### config.mk
export PLATFORM = sky130hd
export DESIGN_NAME = bcd_timekeeper
export DESIGN_NICKNAME = d
export VERILOG_FILES = /design/src/rtl/bcd_cal_pkg.sv /design/src/rtl/bcd_cal_ctrl.sv /design/src/rtl/bcd_cal_datapath.sv /design/src/rtl/bcd_timekeeper.sv
export SDC_FILE = /design/constraint.sdc
export NUM_CORES = 1
export LEC_CHECK = 0
export BUFFER_PORTS_ARGS = -buffer_cell sky130_fd_sc_hd__clkbuf_2
export CAP_MARGIN = 15
export CORE_MARGIN = 4
export CORE_UTILIZATION = 30
export DETAILED_ROUTE_END_ITERATION = 8
export GPL_TIMING_DRIVEN = 0
export PLACE_DENSITY = 0.44
export SETUP_SLACK_MARGIN = 0.3
export SYNTH_ARGS = -nofsm -noshare
export SYNTH_HDL_FRONTEND = slang
export SYNTH_SLANG_ARGS = --single-unit
### constraint.sdc
create_clock -name clk -period 4.8 [get_ports clk]
set_input_delay 0.24 -clock clk [delete_from_list [all_inputs] [get_ports clk]]
set_output_delay 0.24 -clock clk [all_outputs]
set_load 0.05 [all_outputs]
### src/rtl/bcd_cal_pkg.sv
package bcd_cal_pkg;

  localparam int NUM_FIELDS = 7;
  localparam int FIELD_W    = $clog2(NUM_FIELDS);

  typedef enum logic [FIELD_W-1:0] {
    F_SEC  = 3'd0,
    F_MIN  = 3'd1,
    F_HOUR = 3'd2,
    F_DAY  = 3'd3,
    F_MON  = 3'd4,
    F_YEAR = 3'd5,
    F_WDAY = 3'd6
  } fieldT;

  // strobes from control to datapath
  typedef struct packed {
    logic               advance;
    logic               load;
    logic [FIELD_W-1:0] loadSel;
    logic [7:0]         loadData;
    logic               snap;
    logic               mode12;
  } calStrobeT;

  function automatic logic [7:0] bcdInc(input logic [7:0] v);
    logic [7:0] r;
    if (v[3:0] == 4'd9) r = {v[7:4] + 4'd1, 4'd0};
    else                r = {v[7:4], v[3:0] + 4'd1};
    return r;
  endfunction

  // year divisible by 4, year in packed BCD
  function automatic logic bcdLeap(input logic [7:0] y);
    logic r;
    if (y[4] == 1'b0) r = (y[3:0] == 4'd0) || (y[3:0] == 4'd4) || (y[3:0] == 4'd8);
    else              r = (y[3:0] == 4'd2) || (y[3:0] == 4'd6);
    return r;
  endfunction

  function automatic logic [7:0] monthEnd(input logic [7:0] m, input logic [7:0] y);
    logic [7:0] r;
    case (m)
      8'h02:                      r = bcdLeap(y) ? 8'h29 : 8'h28;
      8'h04, 8'h06, 8'h09, 8'h11: r = 8'h30;
      default:                    r = 8'h31;
    endcase
    return r;
  endfunction

endpackage

### src/rtl/bcd_cal_ctrl.sv
module bcd_cal_ctrl
  import bcd_cal_pkg::*;
#(
  parameter int         ADDR_W    = 4,
  parameter logic [3:0] CTRL_ADDR = 4'h8,
  parameter logic [3:0] STAT_ADDR = 4'h9
) (
  input  logic                              clk,
  input  logic                              rstN,
  input  logic                              tick,
  input  logic [ADDR_W-1:0]                 addr,
  input  logic [7:0]                        wrData,
  input  logic                              wrEn,
  input  logic [NUM_FIELDS-1:0][7:0]        shadow,
  output logic [7:0]                        rdData,
  output calStrobeT                         stb
);

  localparam logic [7:0] CTRL_MASK = 8'h49;
  localparam int RUN_BIT  = 0;
  localparam int MODE_BIT = 3;
  localparam int SNAP_BIT = 6;

  logic [7:0] ctrlR;
  logic       ctrlWr;
  logic       timeHit;

  assign ctrlWr  = wrEn && (addr == ADDR_W'(CTRL_ADDR));
  assign timeHit = (addr < ADDR_W'(NUM_FIELDS));

  always_ff @(posedge clk or negedge rstN) begin
    if (!rstN) begin
      ctrlR <= 8'h00;
    end else if (ctrlWr) begin
      ctrlR <= wrData & CTRL_MASK;
    end else begin
      ctrlR[SNAP_BIT] <= 1'b0;
    end
  end

  always_comb begin
    stb          = '0;
    stb.advance  = tick && ctrlR[RUN_BIT];
    stb.load     = wrEn && timeHit && !ctrlR[RUN_BIT];
    stb.loadSel  = addr[FIELD_W-1:0];
    stb.loadData = wrData;
    stb.snap     = ctrlR[SNAP_BIT];
    stb.mode12   = ctrlR[MODE_BIT];
  end

  always_comb begin
    if (timeHit)                          rdData = shadow[addr[FIELD_W-1:0]];
    else if (addr == ADDR_W'(CTRL_ADDR))  rdData = ctrlR;
    else if (addr == ADDR_W'(STAT_ADDR))  rdData = {6'd0, ctrlR[RUN_BIT], 1'b0};
    else                                  rdData = 8'h00;
  end

  AST_SNAP_SELF_CLEAR: assert property (@(posedge clk) disable iff (!rstN)
    (ctrlR[SNAP_BIT] && !ctrlWr) |=> !ctrlR[SNAP_BIT]);
  AST_NO_LOAD_RUNNING: assert property (@(posedge clk) disable iff (!rstN)
    ctrlR[RUN_BIT] |-> !stb.load);
  AST_NO_ADVANCE_STOPPED: assert property (@(posedge clk) disable iff (!rstN)
    !ctrlR[RUN_BIT] |-> !stb.advance);

endmodule

### src/rtl/bcd_cal_datapath.sv
module bcd_cal_datapath
  import bcd_cal_pkg::*;
(
  input  logic                       clk,
  input  logic                       rstN,
  input  calStrobeT                  stb,
  output logic [NUM_FIELDS-1:0][7:0] shadow,
  output logic                       evtSec,
  output logic                       evtMin,
  output logic                       evtHour,
  output logic                       evtDay
);

  localparam logic [NUM_FIELDS-1:0][7:0] RESET_TIME =
    {8'h00, 8'h00, 8'h01, 8'h01, 8'h00, 8'h00, 8'h00};

  logic [NUM_FIELDS-1:0][7:0] liveR;
  logic [NUM_FIELDS-1:0][7:0] liveN;
  logic [NUM_FIELDS-1:0][7:0] shadowR;
  logic minStep, hourStep, dayStep, monStep, yearStep;
  logic [7:0] hrInc;

  always_comb begin
    liveN    = liveR;
    minStep  = 1'b0;
    hourStep = 1'b0;
    dayStep  = 1'b0;
    monStep  = 1'b0;
    yearStep = 1'b0;
    hrInc    = bcdInc({1'b0, liveR[F_HOUR][6:0]});
    if (stb.advance) begin
      minStep     = (liveR[F_SEC] == 8'h59);
      liveN[F_SEC] = minStep ? 8'h00 : bcdInc(liveR[F_SEC]);
      if (minStep) begin
        hourStep     = (liveR[F_MIN] == 8'h59);
        liveN[F_MIN] = hourStep ? 8'h00 : bcdInc(liveR[F_MIN]);
      end
      if (hourStep) begin
        if (stb.mode12) begin
          if (liveR[F_HOUR][6:0] == 7'h11) begin
            liveN[F_HOUR] = {~liveR[F_HOUR][7], 7'h12};
            dayStep       = liveR[F_HOUR][7];
          end else if (liveR[F_HOUR][6:0] == 7'h12) begin
            liveN[F_HOUR] = {liveR[F_HOUR][7], 7'h01};
          end else begin
            liveN[F_HOUR] = {liveR[F_HOUR][7], hrInc[6:0]};
          end
        end else begin
          dayStep       = (liveR[F_HOUR] == 8'h23);
          liveN[F_HOUR] = dayStep ? 8'h00 : bcdInc(liveR[F_HOUR]);
        end
      end
      if (dayStep) begin
        liveN[F_WDAY] = (liveR[F_WDAY] == 8'h06) ? 8'h00 : bcdInc(liveR[F_WDAY]);
        monStep       = (liveR[F_DAY] == monthEnd(liveR[F_MON], liveR[F_YEAR]));
        liveN[F_DAY]  = monStep ? 8'h01 : bcdInc(liveR[F_DAY]);
      end
      if (monStep) begin
        yearStep     = (liveR[F_MON] == 8'h12);
        liveN[F_MON] = yearStep ? 8'h01 : bcdInc(liveR[F_MON]);
      end
      if (yearStep) begin
        liveN[F_YEAR] = (liveR[F_YEAR] == 8'h99) ? 8'h00 : bcdInc(liveR[F_YEAR]);
      end
    end else if (stb.load) begin
      liveN[stb.loadSel] = stb.loadData;
    end
  end

  always_ff @(posedge clk or negedge rstN) begin
    if (!rstN) begin
      liveR   <= RESET_TIME;
      evtSec  <= 1'b0;
      evtMin  <= 1'b0;
      evtHour <= 1'b0;
      evtDay  <= 1'b0;
    end else begin
      liveR   <= liveN;
      evtSec  <= stb.advance;
      evtMin  <= minStep;
      evtHour <= hourStep;
      evtDay  <= dayStep;
    end
  end

  for (genvar g = 0; g < NUM_FIELDS; g++) begin : gShadow
    always_ff @(posedge clk or negedge rstN) begin
      if (!rstN)         shadowR[g] <= RESET_TIME[g];
      else if (stb.snap) shadowR[g] <= liveR[g];
    end
  end

  assign shadow = shadowR;

  AST_HOLD_WHEN_IDLE: assert property (@(posedge clk) disable iff (!rstN)
    (!stb.advance && !stb.load) |=> $stable(liveR));
  AST_SHADOW_ONLY_ON_SNAP: assert property (@(posedge clk) disable iff (!rstN)
    !stb.snap |=> $stable(shadowR));
  AST_SEC_WRAP: assert property (@(posedge clk) disable iff (!rstN)
    (stb.advance && liveR[F_SEC] == 8'h59) |=> (liveR[F_SEC] == 8'h00 && evtMin));
  AST_EVT_MIN_CHAIN: assert property (@(posedge clk) disable iff (!rstN)
    evtMin |-> evtSec);
  AST_EVT_HOUR_CHAIN: assert property (@(posedge clk) disable iff (!rstN)
    evtHour |-> evtMin);
  AST_EVT_DAY_CHAIN: assert property (@(posedge clk) disable iff (!rstN)
    evtDay |-> evtHour);
  AST_MONTH_RANGE: assert property (@(posedge clk) disable iff (!rstN)
    stb.advance |=> (liveR[F_MON] >= 8'h01 && liveR[F_MON] <= 8'h12));

endmodule

### src/rtl/bcd_timekeeper.sv
module bcd_timekeeper
  import bcd_cal_pkg::*;
#(
  parameter int         ADDR_W    = 4,
  parameter logic [3:0] CTRL_ADDR = 4'h8,
  parameter logic [3:0] STAT_ADDR = 4'h9
) (
  input  logic              clk,
  input  logic              rstN,
  input  logic              tick,
  input  logic [ADDR_W-1:0] addr,
  input  logic [7:0]        wrData,
  input  logic              wrEn,
  output logic [7:0]        rdData,
  output logic              evtSec,
  output logic              evtMin,
  output logic              evtHour,
  output logic              evtDay
);

  calStrobeT                  stb;
  logic [NUM_FIELDS-1:0][7:0] shadow;

  bcd_cal_ctrl #(
    .ADDR_W(ADDR_W), .CTRL_ADDR(CTRL_ADDR), .STAT_ADDR(STAT_ADDR)
  ) u_ctrl (
    .clk(clk), .rstN(rstN), .tick(tick), .addr(addr), .wrData(wrData),
    .wrEn(wrEn), .shadow(shadow), .rdData(rdData), .stb(stb)
  );

  bcd_cal_datapath u_dp (
    .clk(clk), .rstN(rstN), .stb(stb), .shadow(shadow),
    .evtSec(evtSec), .evtMin(evtMin), .evtHour(evtHour), .evtDay(evtDay)
  );

endmodule

==> results_dict.tcl <==
set metrics [dict create \
    diodes 0 \
    vias_per_cell 5.71 \
    arrival_ps 2970 \
    path_clk_slew_ps 50 \
    htreeDepth 4 \
    post-route-util_pct 35.5 \
    critPathLaunchType "input port" \
    crit_type "input port to primary output" \
    ys.warnings.count 0 \
    postRouteWirelength_mm 23.2 \
    reg2reg_slack_ps 1720 \
    synth.area.top_cells "dfrtp_1 42%, mux2_2 10%, ha_1 3.8%, o21ai_0 3.2%, nor2_1 2.8%" \
    antenna_found_initial 0 \
    grt_pass1_vias 5892 \
    fin_tns_setup_ps 0 \
    cts_buffer_depth 2 \
    core_sq_um 22600 \
    power.total_mw 3.45 \
    path_common_cell "clkbuf_1" \
    synth-edff-count 0 \
    min_path_cells 3 \
    ys_seq_elements 119 \
    numPortBuffers 24 \
    dp_cells 983 \
    fp-row-count 55 \
    cts_tree "built" \
    cp.required_ps 4560 \
    hpwl_mm 16.6 \
    holdWs_ps 43.3 \
    cts_root_buffer "clkbuf_16" \
    power.density_nw_per_um2 430 \
    drive_gt1_share_pct 19.8 \
    ios 28 \
    p_leak_nw 3.46 \
    die_h_um 159 \
    timing.max_cap.violations 0 \
    dp_slack_ps 1560 \
    stdcell_area_sq_um 8030 \
    ir_drop_mv 0.220 \
    slowest_delay_ps 640 \
    cp_slowest_cell "buf_1" \
    hold_end "u_ctrl.ctrlR[6]" \
    synth-async-reset-ratio_pct 100 \
    r2r_start "u_ctrl.ctrlR[0]" \
    ys_types 76 \
    postCtsHoldBufs 1 \
    synth_nets 710 \
    hold_class "input port to register" \
    finalNetCount 755 \
    hold_viol 0 \
    die-area_sq_um 25400 \
    cts_resized 0 \
    drtAntennaViolNets 0 \
    post-cts-setup-buffer-count 0 \
    setup_violations 0 \
    dr_total_vias 5798 \
    initial_core_util_pct 30.4 \
    grt_pass1_wl_mm 35.6 \
    timing.rr.end "u_dp.liveR[34]" \
    worst_slack_ps 1590 \
    fin_cells 1016 \
    fill_cells 2297 \
    seq_area_frac_synth_pct 43.3 \
    worstRegToRegCells 7 \
    status "completed" \
    worst_pin_slew_ps 895 \
    post-synth-top-area-cell "dfrtp_1" \
    syn_inst 673 \
    dr.pass1.iters 5 \
    synth_top_area_share_pct 41.8 \
    endpoint_kind "primary output" \
    drc 0 \
    clock-sinks 119 \
    grt_use_total_pct 18.4 \
    die_w_um 159 \
    crit_chain "clkbuf_1 > clkbuf_1 > buf_1 > mux2i_1 > nor2_1 > a21oi_1 > a211oi_1 > clkbuf_2" \
    crit_fanout 10 \
    synth_area_per_cell_sq_um 10.2 \
    cts_inserted_buffers 17 \
    insertion_delay_ps 420 \
    netlist_area_sq_um 6880 \
    slew_headroom_pct 40.3 \
    finalClockSkew_ps 14.0 \
    crit_path_start "addr[1]" \
    fin_crit_sh_pct 67.0 \
    max_freq_mhz 311 \
    ys.flop_type "dfrtp_1" \
    layout_min_cycle_time_ps 3210 \
    wl_per_cell_um 22.8 \
    min_from "wrData[6]" \
    syn_to_final_growth_pct 16.7 \
    grt_overflow 0 \
    drt_iter0_markers 433 \
    place_area_sq_um 7400 \
    grt_max_degree 70 \
    slew_violations 0 \
    gp_congestion 0.862 \
    rsz0062_at_grt "no" \
]
## state kept, by name, summed over array words and instances, names as in the netlist
register,count
u_dp.shadow,56
u_dp.liveR,56
u_dp.evtMin,1
u_dp.evtHour,1
u_dp.evtDay,1
u_ctrl.ctrlR,3
u_dp.evtSec,1
## cells by family after synthesis
family	after synthesis	share of synthesized area [%]
buffers and inverters	63	3.58
multiplexers	82	14.5
adder cells (fa/ha/maj)	21	3.82
AND/OR/NAND/NOR	196	15.0
flip-flops	119	43.3
AO/OA/AOI/OAI	192	19.7
## cells in the mapped netlist (3+ instances only)
cell / n
a211o_1: 3
a211oi_1: 5
a21oi_1: 33
a22o_1: 6
a31oi_1: 9
and3_1: 7
and3b_1: 5
buf_1: 5
clkbuf_1: 24
dfrtp_1: 115
dfstp_2: 4
ha_1: 21
inv_1: 30
mux2_2: 61
mux2i_1: 13
mux4_2: 8
nand2_1: 48
nand2b_1: 5
nand3_1: 21
nand3b_1: 8
nand4_1: 5
nor2_1: 51
nor2b_1: 9
nor3_1: 8
nor3b_1: 4
nor4b_1: 6
o211ai_1: 7
o21ai_0: 44
o22ai_1: 18
o2bb2ai_1: 6
o32a_1: 14
o32ai_1: 8
or3_1: 4
## worst max path at each step
stage,cells past startpoint,slack [ps],to
global placement,7,1250,u_dp.liveR[53]
finish,8,1590,rdData[2]
detailed placement,8,1560,rdData[2]
global route,8,1400,rdData[2]
CTS,8,1540,rdData[2]
floorplan,6,1840,rdData[2]
## cell type report
cell class | count | area, sq um | share of cell area (%)
Buffer | 32 | 130 | 1.62
Clock buffer | 24 | 502 | 6.25
Clock inverter | 8 | 118 | 1.46
Inverter | 31 | 116 | 1.45
Multi-Input combinational cell | 491 | 3660 | 45.6
Sequential cell | 119 | 2980 | 37.1
Tap cell | 285 | 357 | 4.44
Timing Repair Buffer | 26 | 166 | 2.07
## critical path: cells and delay by family
family,cells,cell delay [ps]
buf+inv,4,1900
simple gates,1,150
compound gates,2,450
mux,1,210
## layer usage
| metal | global-route usage, % | wire length, um |
|---|---|---|
| met3 | 4.53 | 1310 |
| met4 | 7.89 | 795 |
| met1 | 24.4 | 10400 |
| met2 | 28.5 | 10700 |
| met5 | 0 | 0 |
## cell usage in the layout (no fill, tap or decap), types with 21 or more instances in the layout
| master | netlist | layout |
|---|---|---|
| ha_1 | 21 | 21 |
| dfrtp_1 | 115 | 115 |
| clkbuf_2 | 0 | 23 |
| inv_1 | 30 | 30 |
| o21ai_0 | 44 | 44 |
| nand3_1 | 21 | 21 |
| clkbuf_1 | 24 | 26 |
| mux2_2 | 61 | 61 |
| a21oi_1 | 33 | 33 |
| nand2_1 | 48 | 48 |
| nor2_1 | 51 | 51 |
## report_power, final
part | switching, mW | internal, mW | total, mW
Sequential | 0.211 | 1.18 | 1.39
Clock | 0.468 | 0.882 | 1.35
Combinational | 0.421 | 0.289 | 0.710
Total | 1.10 | 2.35 | 3.45
Power figures use the tool's default switching activity.
